## src/rtl/pwrup_pkg.sv

```systemverilog
// Shared types for the power-up initialization sequencer.
// Assumes: nothing beyond IEEE 1800-2017.
package pwrup_pkg;

    typedef enum logic [2:0] {
        ST_RESET   = 3'd0,
        ST_P1_COPY = 3'd1,
        ST_P1_WAIT = 3'd2,
        ST_P2      = 3'd3,
        ST_NORMAL  = 3'd4,
        ST_FTEST   = 3'd5
    } seq_state_t;

    typedef enum logic [1:0] {
        CP_REQ  = 2'd0,
        CP_WAIT = 2'd1,
        CP_DONE = 2'd2
    } copy_state_t;

    // Largest of three cycle counts, used to size the phase counter.
    function automatic int max3(input int a, input int b, input int c);
        int m;
        m = (a > b) ? a : b;
        return (m > c) ? m : c;
    endfunction

endpackage

```

## src/rtl/supply_gate.sv

```systemverilog
// Combines several supply-good indications into one "all good" flag.
// Assumes: inputs are already synchronized to clk by the caller.
module supply_gate #(
    parameter int NUM_SUP = 3
) (
    input  logic [NUM_SUP-1:0] ok_vec,
    output logic               all_ok
);

    // All supplies must be good at the same time.
    always_comb begin
        all_ok = &ok_vec;
    end

endmodule

```

## src/rtl/phase_timer.sv

```systemverilog
// Up-counter that times one initialization phase.
// Assumes: limit >= 1; clear takes priority and restarts at zero;
// done is high in the last cycle of a phase of `limit` cycles, and the
// count saturates there.
module phase_timer #(
    parameter int CNT_W = 8
) (
    input  logic             clk,
    input  logic             rst_n,
    input  logic             clear,
    input  logic             run,
    input  logic [CNT_W-1:0] limit,
    output logic             done
);

    logic [CNT_W-1:0] cnt;

    // Terminal count reached.
    always_comb begin
        done = (cnt == limit - CNT_W'(1));
    end

    // Count cycles while running, holding at terminal count.
    always_ff @(posedge clk) begin
        if (!rst_n || clear) begin
            cnt <= '0;
        end else if (run && !done) begin
            cnt <= cnt + CNT_W'(1);
        end
    end

endmodule

```

## src/rtl/fuse_copier.sv

```systemverilog
// Walks fuse word addresses in ascending order, issues a one-cycle read
// strobe per word, waits for the valid handshake and writes the word into
// the mirror register file, which it also owns.
// Assumes: en stays high for the whole copy; dropping en restarts at word 0.
module fuse_copier
    import pwrup_pkg::*;
#(
    parameter int NUM_WORDS = 16,
    parameter int DATA_W    = 16,
    parameter int ADDR_W    = $clog2(NUM_WORDS)
) (
    input  logic              clk,
    input  logic              rst_n,
    input  logic              en,
    output logic              rd_stb,
    output logic [ADDR_W-1:0] rd_addr,
    input  logic [DATA_W-1:0] rd_data,
    input  logic              rd_vld,
    output logic              copy_done,
    input  logic [ADDR_W-1:0] mir_addr,
    output logic [DATA_W-1:0] mir_data
);

    localparam logic [ADDR_W-1:0] LAST_ADDR = ADDR_W'(NUM_WORDS - 1);

    copy_state_t       cst;
    logic [ADDR_W-1:0] addr_q;
    logic [DATA_W-1:0] mem [NUM_WORDS];
    logic              wr_en;

    // Handshake decode for strobe, write and completion.
    always_comb begin
        rd_stb    = en && (cst == CP_REQ);
        rd_addr   = addr_q;
        wr_en     = en && (cst == CP_WAIT) && rd_vld;
        copy_done = (cst == CP_DONE);
        mir_data  = mem[mir_addr];
    end

    // Copy state machine and address walker.
    always_ff @(posedge clk) begin
        if (!rst_n || !en) begin
            cst    <= CP_REQ;
            addr_q <= '0;
        end else begin
            case (cst)
                CP_REQ:  cst <= CP_WAIT;
                CP_WAIT: if (rd_vld) begin
                    if (addr_q == LAST_ADDR) begin
                        cst <= CP_DONE;
                    end else begin
                        cst    <= CP_REQ;
                        addr_q <= addr_q + ADDR_W'(1);
                    end
                end
                default: cst <= CP_DONE;
            endcase
        end
    end

    // Mirror register file, one word per fuse address.
    always_ff @(posedge clk) begin
        if (!rst_n) begin
            for (int i = 0; i < NUM_WORDS; i++) begin
                mem[i] <= '0;
            end
        end else if (wr_en) begin
            mem[addr_q] <= rd_data;
        end
    end

endmodule

```

## src/rtl/pwrup_init_seq.sv

```systemverilog
// Power-up initialization sequencer: holds internal reset until all supplies
// are good, then runs fuse-copy phase one and settle phase two, or enters
// factory test when the programming voltage is high at release.
// Assumes: supply-good and prog_hv inputs are synchronized upstream; the
// cycle-count parameters are at least 1.
module pwrup_init_seq
    import pwrup_pkg::*;
#(
    parameter int NUM_WORDS     = 16,
    parameter int DATA_W        = 16,
    parameter int PH1_CYC       = 100_000,
    parameter int PH2_SHORT_CYC = 375_000,
    parameter int PH2_LONG_CYC  = 25_000_000,
    localparam int ADDR_W       = $clog2(NUM_WORDS)
) (
    input  logic              clk,
    input  logic              rst_n,
    input  logic              sup_ok_core,
    input  logic              sup_ok_dig,
    input  logic              sup_ok_ana,
    input  logic              prog_hv,
    input  logic              hpf_sel,
    output logic              fuse_pwr_en,
    output logic              fuse_rd,
    output logic [ADDR_W-1:0] fuse_addr,
    input  logic [DATA_W-1:0] fuse_data,
    input  logic              fuse_vld,
    input  logic [ADDR_W-1:0] mir_rd_addr,
    output logic [DATA_W-1:0] mir_rd_data,
    output logic              internal_rst,
    output logic              init_busy,
    output logic              spi_resp_en,
    output logic              accel_valid,
    output logic              hpf_init,
    output logic              test_mode
);

    localparam int CNT_W = $clog2(max3(PH1_CYC, PH2_SHORT_CYC, PH2_LONG_CYC) + 1);
    localparam logic [CNT_W-1:0] LIM_P1  = CNT_W'(PH1_CYC);
    localparam logic [CNT_W-1:0] LIM_P2S = CNT_W'(PH2_SHORT_CYC);
    localparam logic [CNT_W-1:0] LIM_P2L = CNT_W'(PH2_LONG_CYC);

    seq_state_t       state, nxt;
    logic             sup_all;
    logic             copy_en, copy_done;
    logic             t_clear, t_run, t_done;
    logic [CNT_W-1:0] t_limit;
    logic             hpf_q;

    supply_gate #(.NUM_SUP(3)) u_sup (
        .ok_vec ({sup_ok_core, sup_ok_dig, sup_ok_ana}),
        .all_ok (sup_all)
    );

    fuse_copier #(.NUM_WORDS(NUM_WORDS), .DATA_W(DATA_W), .ADDR_W(ADDR_W)) u_copy (
        .clk       (clk),
        .rst_n     (rst_n),
        .en        (copy_en),
        .rd_stb    (fuse_rd),
        .rd_addr   (fuse_addr),
        .rd_data   (fuse_data),
        .rd_vld    (fuse_vld),
        .copy_done (copy_done),
        .mir_addr  (mir_rd_addr),
        .mir_data  (mir_rd_data)
    );

    phase_timer #(.CNT_W(CNT_W)) u_tmr (
        .clk   (clk),
        .rst_n (rst_n),
        .clear (t_clear),
        .run   (t_run),
        .limit (t_limit),
        .done  (t_done)
    );

    // Next-state decode; any supply loss wins over everything.
    always_comb begin
        nxt = state;
        if (!sup_all) begin
            nxt = ST_RESET;
        end else begin
            case (state)
                ST_RESET:   nxt = prog_hv ? ST_FTEST : ST_P1_COPY;
                ST_P1_COPY: if (copy_done) nxt = ST_P1_WAIT;
                ST_P1_WAIT: if (t_done) nxt = ST_P2;
                ST_P2:      if (t_done) nxt = ST_NORMAL;
                ST_NORMAL:  nxt = ST_NORMAL;
                ST_FTEST:   nxt = ST_FTEST;
                default:    nxt = ST_RESET;
            endcase
        end
    end

    // Phase timer control: restart on entry to each phase, pick its length.
    always_comb begin
        t_clear = ((nxt == ST_P1_COPY) && (state != ST_P1_COPY)) ||
                  ((nxt == ST_P2) && (state != ST_P2));
        t_run   = (state == ST_P1_COPY) || (state == ST_P1_WAIT) || (state == ST_P2);
        t_limit = (state == ST_P2) ? (hpf_q ? LIM_P2L : LIM_P2S) : LIM_P1;
        copy_en = (state == ST_P1_COPY);
    end

    // Sequencer state register.
    always_ff @(posedge clk) begin
        if (!rst_n) begin
            state <= ST_RESET;
        end else begin
            state <= nxt;
        end
    end

    // Capture the filter select once, on entry to phase two.
    always_ff @(posedge clk) begin
        if (!rst_n) begin
            hpf_q <= 1'b0;
        end else if ((nxt == ST_P2) && (state != ST_P2)) begin
            hpf_q <= hpf_sel;
        end
    end

    // Output permissions decoded from the state.
    always_comb begin
        internal_rst = (state == ST_RESET);
        fuse_pwr_en  = (state == ST_P1_COPY);
        spi_resp_en  = (state == ST_P2) || (state == ST_NORMAL);
        accel_valid  = (state == ST_NORMAL);
        init_busy    = (state != ST_NORMAL);
        hpf_init     = (state == ST_P2) && hpf_q;
        test_mode    = (state == ST_FTEST);
    end

endmodule

```

## config.mk

```make
export PLATFORM = sky130hd
export DESIGN_NAME = pwrup_init_seq
export DESIGN_NICKNAME = d
export VERILOG_FILES = /design/src/rtl/pwrup_pkg.sv /design/src/rtl/supply_gate.sv /design/src/rtl/phase_timer.sv /design/src/rtl/fuse_copier.sv /design/src/rtl/pwrup_init_seq.sv
export SDC_FILE = /design/constraint.sdc
export NUM_CORES = 1
export LEC_CHECK = 0
export ABC_AREA = 1
export BUFFER_PORTS_ARGS = -buffer_cell sky130_fd_sc_hd__buf_2
export CAP_MARGIN = 30
export CORE_UTILIZATION = 45
export CTS_CLUSTER_DIAMETER = 100
export DETAILED_ROUTE_END_ITERATION = 10
export PLACE_DENSITY_LB_ADDON = 0.12
export SLEW_MARGIN = 25
export SYNTH_ARGS = -nofsm -noshare
export SYNTH_HDL_FRONTEND = slang
export SYNTH_SLANG_ARGS = --single-unit
```

## constraint.sdc

```tcl
create_clock -name clk -period 3.8 [get_ports clk]
set_input_delay 0.19 -clock clk [delete_from_list [all_inputs] [get_ports clk]]
set_output_delay 0.19 -clock clk [all_outputs]
set_load 0.1 [all_outputs]
```

* Word level (Yosys, flattened, before mapping) *
Memory sizes are Yosys's and may differ from the RTL's.
Index checks and enable logic that the tools add are counted.

storage, ports and cells
  bits in registers = 35
  memory bits (writable) = 256
  input port bits = 28
  output and inout port bits = 28
  logic and storage cells = 64
  memories kept = 1

cells by class
  add/subtract/negate cells = 3
  equality and inequality tests = 15
  muxes and demuxes = 18
  bitwise gates (word level) = 1
  reductions and logical operators = 21

memories
  name        words  width  read ports  clocked after memory_dff  wr ports  line               RTL
  u_copy.mem  16     16     1           0                         16        fuse_copier.sv:28  logic [DATA_W-1:0] mem [NUM_WORDS];

operators with widths
  kind                                                   number
  two-way mux 25 bit                                     2
  adder 25 x 1 -> 25 bit, second input constant          1
  equality test 25 bit                                   1
  subtractor 25 x 1 -> 25 bit, second input constant     1
  case mux 3 bit (6 select lines)                        1
  two-way mux 16 bit                                     1
  OR reduction 16 bit                                    1
  two-way mux 3 bit                                      5
  equality test 3 x 2 -> 1 bit, second input constant    3
  logical AND 1 bit                                      7
  equality test 3 x 1 -> 1 bit, second input constant    2
  equality test 3 bit, second input constant             2
  logical OR 1 bit                                       6
  AND reduction 3 bit                                    2
  two-way mux 1 bit                                      5
  adder 4 x 1 -> 4 bit, second input constant            1
  equality test 4 bit, second input constant             1
  two-way mux 2 bit                                      2
  two-way mux 4 bit                                      1
  case mux 2 bit (2 select lines)                        1
  logical NOT 1 bit                                      3
  logical NOT 3 bit                                      1
  inequality test 3 x 1 -> 1 bit, second input constant  1
  inequality test 3 x 2 -> 1 bit, second input constant  1
  other kinds (6)                                        6

* Depth between registers and ports, before layout *
  depth in word-level cells = 11
  gate-level depth with buffers = 16
  gate-level depth less buffers = 15

* By module *
From an unflattened synthesis, not the netlist that was laid out.

second synthesis, totals
  cells, all modules = 1950
  area, all modules = 15698.8 µm²

by module, submodules not included
  module          instances  cells each  area each (µm²)  sequential area each (µm²)
  fuse_copier     1          1427        12558.3          7807.5
  phase_timer     1          458         2793.9           500.5
  pwrup_init_seq  1          62          332.8            80.1
  supply_gate     1          3           13.8             0.0

* Least setup slack after synthesis *
OpenSTA, ideal clock, no wires.

  path type = register to output
  from = register state[0]
  to = output port fuse_rd
  data arrival time = 3874 ps
  data required time = 3610 ps
  slack = -264 ps
  cell stages (with the launch flop) = 5
  path buffers = 0
  cell sequence = dfxtp_1 inv_1 nor3_2 inv_2 nor3_1

between the ends
  longest elaborated chain between the ends = 2

RTL lines
  element                       line                   RTL
  start, declared               pwrup_init_seq.sv:43   seq_state_t state, nxt;
  start signal, assigned        pwrup_init_seq.sv:109  state <= nxt;
  equality test 3 x 1 -> 1 bit  --
  via fuse_pwr_en               pwrup_init_seq.sv:23   output logic fuse_pwr_en,
  logical AND 1 bit             fuse_copier.sv:33      rd_stb = en && (cst == CP_REQ);
  end, declared                 pwrup_init_seq.sv:24   output logic fuse_rd,

The timed path passes the listed nets, and every way through them passes these cells.

==> impl_metrics.tcl <==
set metrics [dict create \
    global_route.usage.total 0.252 \
    route.vias.total 9985 \
    utilization 0.521 \
    max-clock-path-buffers 3 \
    final_common_cell "sky130_fd_sc_hd__nor2_1" \
    outcome "finished clean" \
    layout.filler_cells 2678 \
    cts_inserted_buffers 34 \
    grt_antenna_before_repair 0 \
    synth.distinct_cells 34 \
    synth_warnings 0 \
    clock_edge_transition_at_the_registers_on_the_reported_setup_and_hold_paths_ps 60 \
    critical_path.slowest_cell "sky130_fd_sc_hd__nand2_1" \
    p_r_area_growth_vs_syn_pct 12.9 \
    clock_sink_count 291 \
    relSlewSlack 0.314 \
    leakagePower_nw 6.12 \
    final_layout_size_suffix_gt1_frac 0.118 \
    cts_root_buffer "sky130_fd_sc_hd__clkbuf_16" \
    power_density_nw_per_um2 471 \
    grt_util_met1 0.349 \
    critical_path.max_fanout 17 \
    start_util 0.461 \
    layout_min_cycle_time_ps 3100 \
    finalHoldWorstSlack_ps 102 \
    worst-endpoint-required_ps 3940 \
    ports_placed_on_the_boundary 56 \
    syn-mean-instance-area_um2 9.90 \
    final_critical_path_setup_slack_ps 697 \
    worst_clock_skew_ps 13.4 \
    critical_path.startpoint_type "flop" \
    critPathArrivalTime_ps 3240 \
    most_crowded_layer_gr "met2" \
    drcViolationCount 0 \
    gp_congestion 0.841 \
    layout_net_count 1464 \
    end_kind "flop" \
    finalWirelength_um 38800 \
    cell_depth_of_the_worst_min_delay_path 4 \
    synth_area_um2 13800 \
    ctsHtreeMaxLevel 2 \
    max_cap_violations 0 \
    cts_tree "yes" \
    rsz_0062_raised_after_global_routing "no" \
    global_route.overflow_total 0 \
    port-buffer-count 55 \
    synth-seq-cells 291 \
    regToRegSetupSlack_ps 700 \
    first_global_vias 9428 \
    min_from "sup_ok_dig" \
    mappedNetlistNets 1425 \
    routed_via_density 5.41 \
    worst-slew-pin-transition_ps 1030 \
    use_met2 0.412 \
    core_area_um2 29900 \
    maxSlewViolCount 0 \
    drtAntennaViolNets 0 \
    hold_path_class "primary input to flop" \
    postSynthCellCount 1392 \
    totalNegativeSetupSlack_ps 0 \
    cp_common_cell "sky130_fd_sc_hd__inv_2" \
    antenna_cells_inserted 0 \
    critical-path-top-delay-family "simple AND/OR/NAND/NOR gates" \
    die_height_um 177 \
    ys_seq_area_frac 0.609 \
    met3_usage 0.0324 \
    dr.first_iter.drc_count 1019 \
    timing.rr.start "state[0]$_SDFF_PN0_" \
    grt_first_pass_wirelength_um 57700 \
    maximum_resistive_drop_on_vdd_v 0.000358 \
    hold-path-endpoint "state[1]$_SDFF_PN0_" \
    r2r_end "u_copy.mem[12][15]$_SDFFCE_PN0P_" \
    clkLatencyLatePin_ps 510 \
    rows 63 \
    timing.critical_path.slowest_cell_delay_ps 630 \
    pre_cts_ws_ps 732 \
    die_width_um 177 \
    final-hold-violation-count 0 \
    worst-path-buf-inv 4 \
    drt-wirelength-per-cell_um 21.0 \
    post-cts-setup-buffers 0 \
    timing.setup.critical_path_class "flop to flop" \
    max_freq_mhz 322 \
    hpwl_um 25000 \
    timing.final.setup_violations 0 \
    final_min_period_over_clock_period 0.816 \
    grt_start_max_net_pins 99 \
    cp_cell_sequence "inv_1 > nor3_2 > inv_2 > nor2_1 > inv_2 > nor2_2 > inv_2 > nor2_2 > nand2_2 > nand2_1" \
    die_area_um2 31300 \
    worst-r2r-cell-count 10 \
    mostFrequentLayoutCells "305 x sky130_fd_sc_hd__nor2_1, 256 x sky130_fd_sc_hd__edfxtp_1, 156 x sky130_fd_sc_hd__inv_1" \
    first_pass_iters 5 \
]
-- power breakdown --
part	switching [W]	internal [W]
sequential	0.0000415	0.00359
clock	0.00124	0.00176
combinational	0.000539	0.000142
-- cell usage after synthesis --
cell                       count  share of area
sky130_fd_sc_hd__o21ai_1       5         0.0018
sky130_fd_sc_hd__inv_1       156          0.042
sky130_fd_sc_hd__nand3_2       1        0.00073
sky130_fd_sc_hd__nand3_1      37          0.013
sky130_fd_sc_hd__nand4_1      13         0.0059
sky130_fd_sc_hd__ha_1          5         0.0045
sky130_fd_sc_hd__clkbuf_1     59          0.016
sky130_fd_sc_hd__xor2_1       15         0.0095
sky130_fd_sc_hd__nor2_1      306          0.083
sky130_fd_sc_hd__nor3_2        1        0.00073
sky130_fd_sc_hd__a31oi_1       1        0.00045
sky130_fd_sc_hd__nand3_4       1         0.0013
sky130_fd_sc_hd__nand2_2       6         0.0027
sky130_fd_sc_hd__dfxtp_1      35          0.051
sky130_fd_sc_hd__nand3b_1      3         0.0016
sky130_fd_sc_hd__inv_2         7         0.0019
sky130_fd_sc_hd__and2_1        1        0.00045
sky130_fd_sc_hd__nor3_1       16         0.0058
sky130_fd_sc_hd__nor4_1        2        0.00091
sky130_fd_sc_hd__a211oi_1      1        0.00054
sky130_fd_sc_hd__edfxtp_1    256           0.56
sky130_fd_sc_hd__buf_6         2         0.0016
sky130_fd_sc_hd__nand2_1     119          0.032
sky130_fd_sc_hd__nor2_2       23          0.010
sky130_fd_sc_hd__and3_1        1        0.00045
sky130_fd_sc_hd__o211ai_1     64          0.035
sky130_fd_sc_hd__clkinv_1      1        0.00027
sky130_fd_sc_hd__o21ai_0      91          0.033
sky130_fd_sc_hd__nor2_4        1        0.00082
sky130_fd_sc_hd__xnor2_1       6         0.0038
sky130_fd_sc_hd__buf_2        11         0.0040
sky130_fd_sc_hd__buf_1        11         0.0030
sky130_fd_sc_hd__a21oi_1      71          0.026
sky130_fd_sc_hd__mux2i_1      64          0.046
-- layer usage --
layer / vias up / wire length (um)
li1: 4775 / -
met1: 4788 / 17100
met2: 364 / 18400
met3: 58 / 2370
met4: 0 / 927
met5: - / 0
-- logic make-up (layout without fill, tap and decap cells) --
group / count (synthesis) / after routing / share of synthesized area
compound gates: 233 / 233 / 0.0965
xor+xnor: 21 / 21 / 0.0133
fa+ha+maj: 5 / 5 / 0.00454
buf+inv: 247 / 309 / 0.0694
flops: 291 / 291 / 0.609
mux: 64 / 64 / 0.0465
simple gates: 531 / 531 / 0.161
-- registers in the layout (all words and copies together), names as in the netlist --
name and count:
u_copy.rd_addr 4, u_copy.mem 256, hpf_q 1, u_tmr.cnt 25
u_copy.cst 2, state 3
-- tightest hold or removal path, cell delays in order --
cell and delay [ps]:
sky130_fd_sc_hd__buf_2 90, sky130_fd_sc_hd__and3_1 170, sky130_fd_sc_hd__nand2_1 80, sky130_fd_sc_hd__nor2_1 30
-- final cells by class --
type	count	area, um^2	area share
Clock buffer	44	952	0.0612
Clock inverter	15	73.8	0.00474
Inverter	164	616	0.0396
Multi-Input combinational cell	854	4440	0.286
Sequential cell	291	8390	0.539
Tap cell	390	488	0.0314
Timing Repair Buffer	86	597	0.0384
-- worst max path at each step --
stage                     depth (start not counted)           startpoint                                to  slack (ps)
final                                            10  state[0]$_SDFF_PN0_  u_copy.mem[12][15]$_SDFFCE_PN0P_         700
after global placement                           10  state[0]$_SDFF_PN0_   u_copy.mem[12][6]$_SDFFCE_PN0P_         850
after global routing                             10  state[0]$_SDFF_PN0_  u_copy.mem[12][15]$_SDFFCE_PN0P_         510
after detailed placement                         10  state[0]$_SDFF_PN0_   u_copy.mem[12][6]$_SDFFCE_PN0P_         730
after CTS                                        10  state[0]$_SDFF_PN0_   u_copy.mem[12][9]$_SDFFCE_PN0P_         730
after floorplan                                   8  state[2]$_SDFF_PN0_        u_tmr.cnt[17]$_SDFFE_PP0P_         120
-- stage by stage --
step / std cells / area [um^2] / total power, W
6_report: 1844 / 15600 / 0.00732
2_1_floorplan: 1392 / 13800 / 0.00414
3_5_place_dp: 1779 / 14400 / 0.00437
4_1_cts: 1841 / 15500 / 0.00735
5_1_grt: 1844 / 15600 / 0.00753
3_3_place_gp: 1777 / 14400 / 0.00436
-- what timing repair did --
item / CTS / global route
hold buffers: 3 / 0
gates resized for setup: 0 / 0
hold endpoints to repair: 4 / 0
Power figures use the tool's default switching activity.
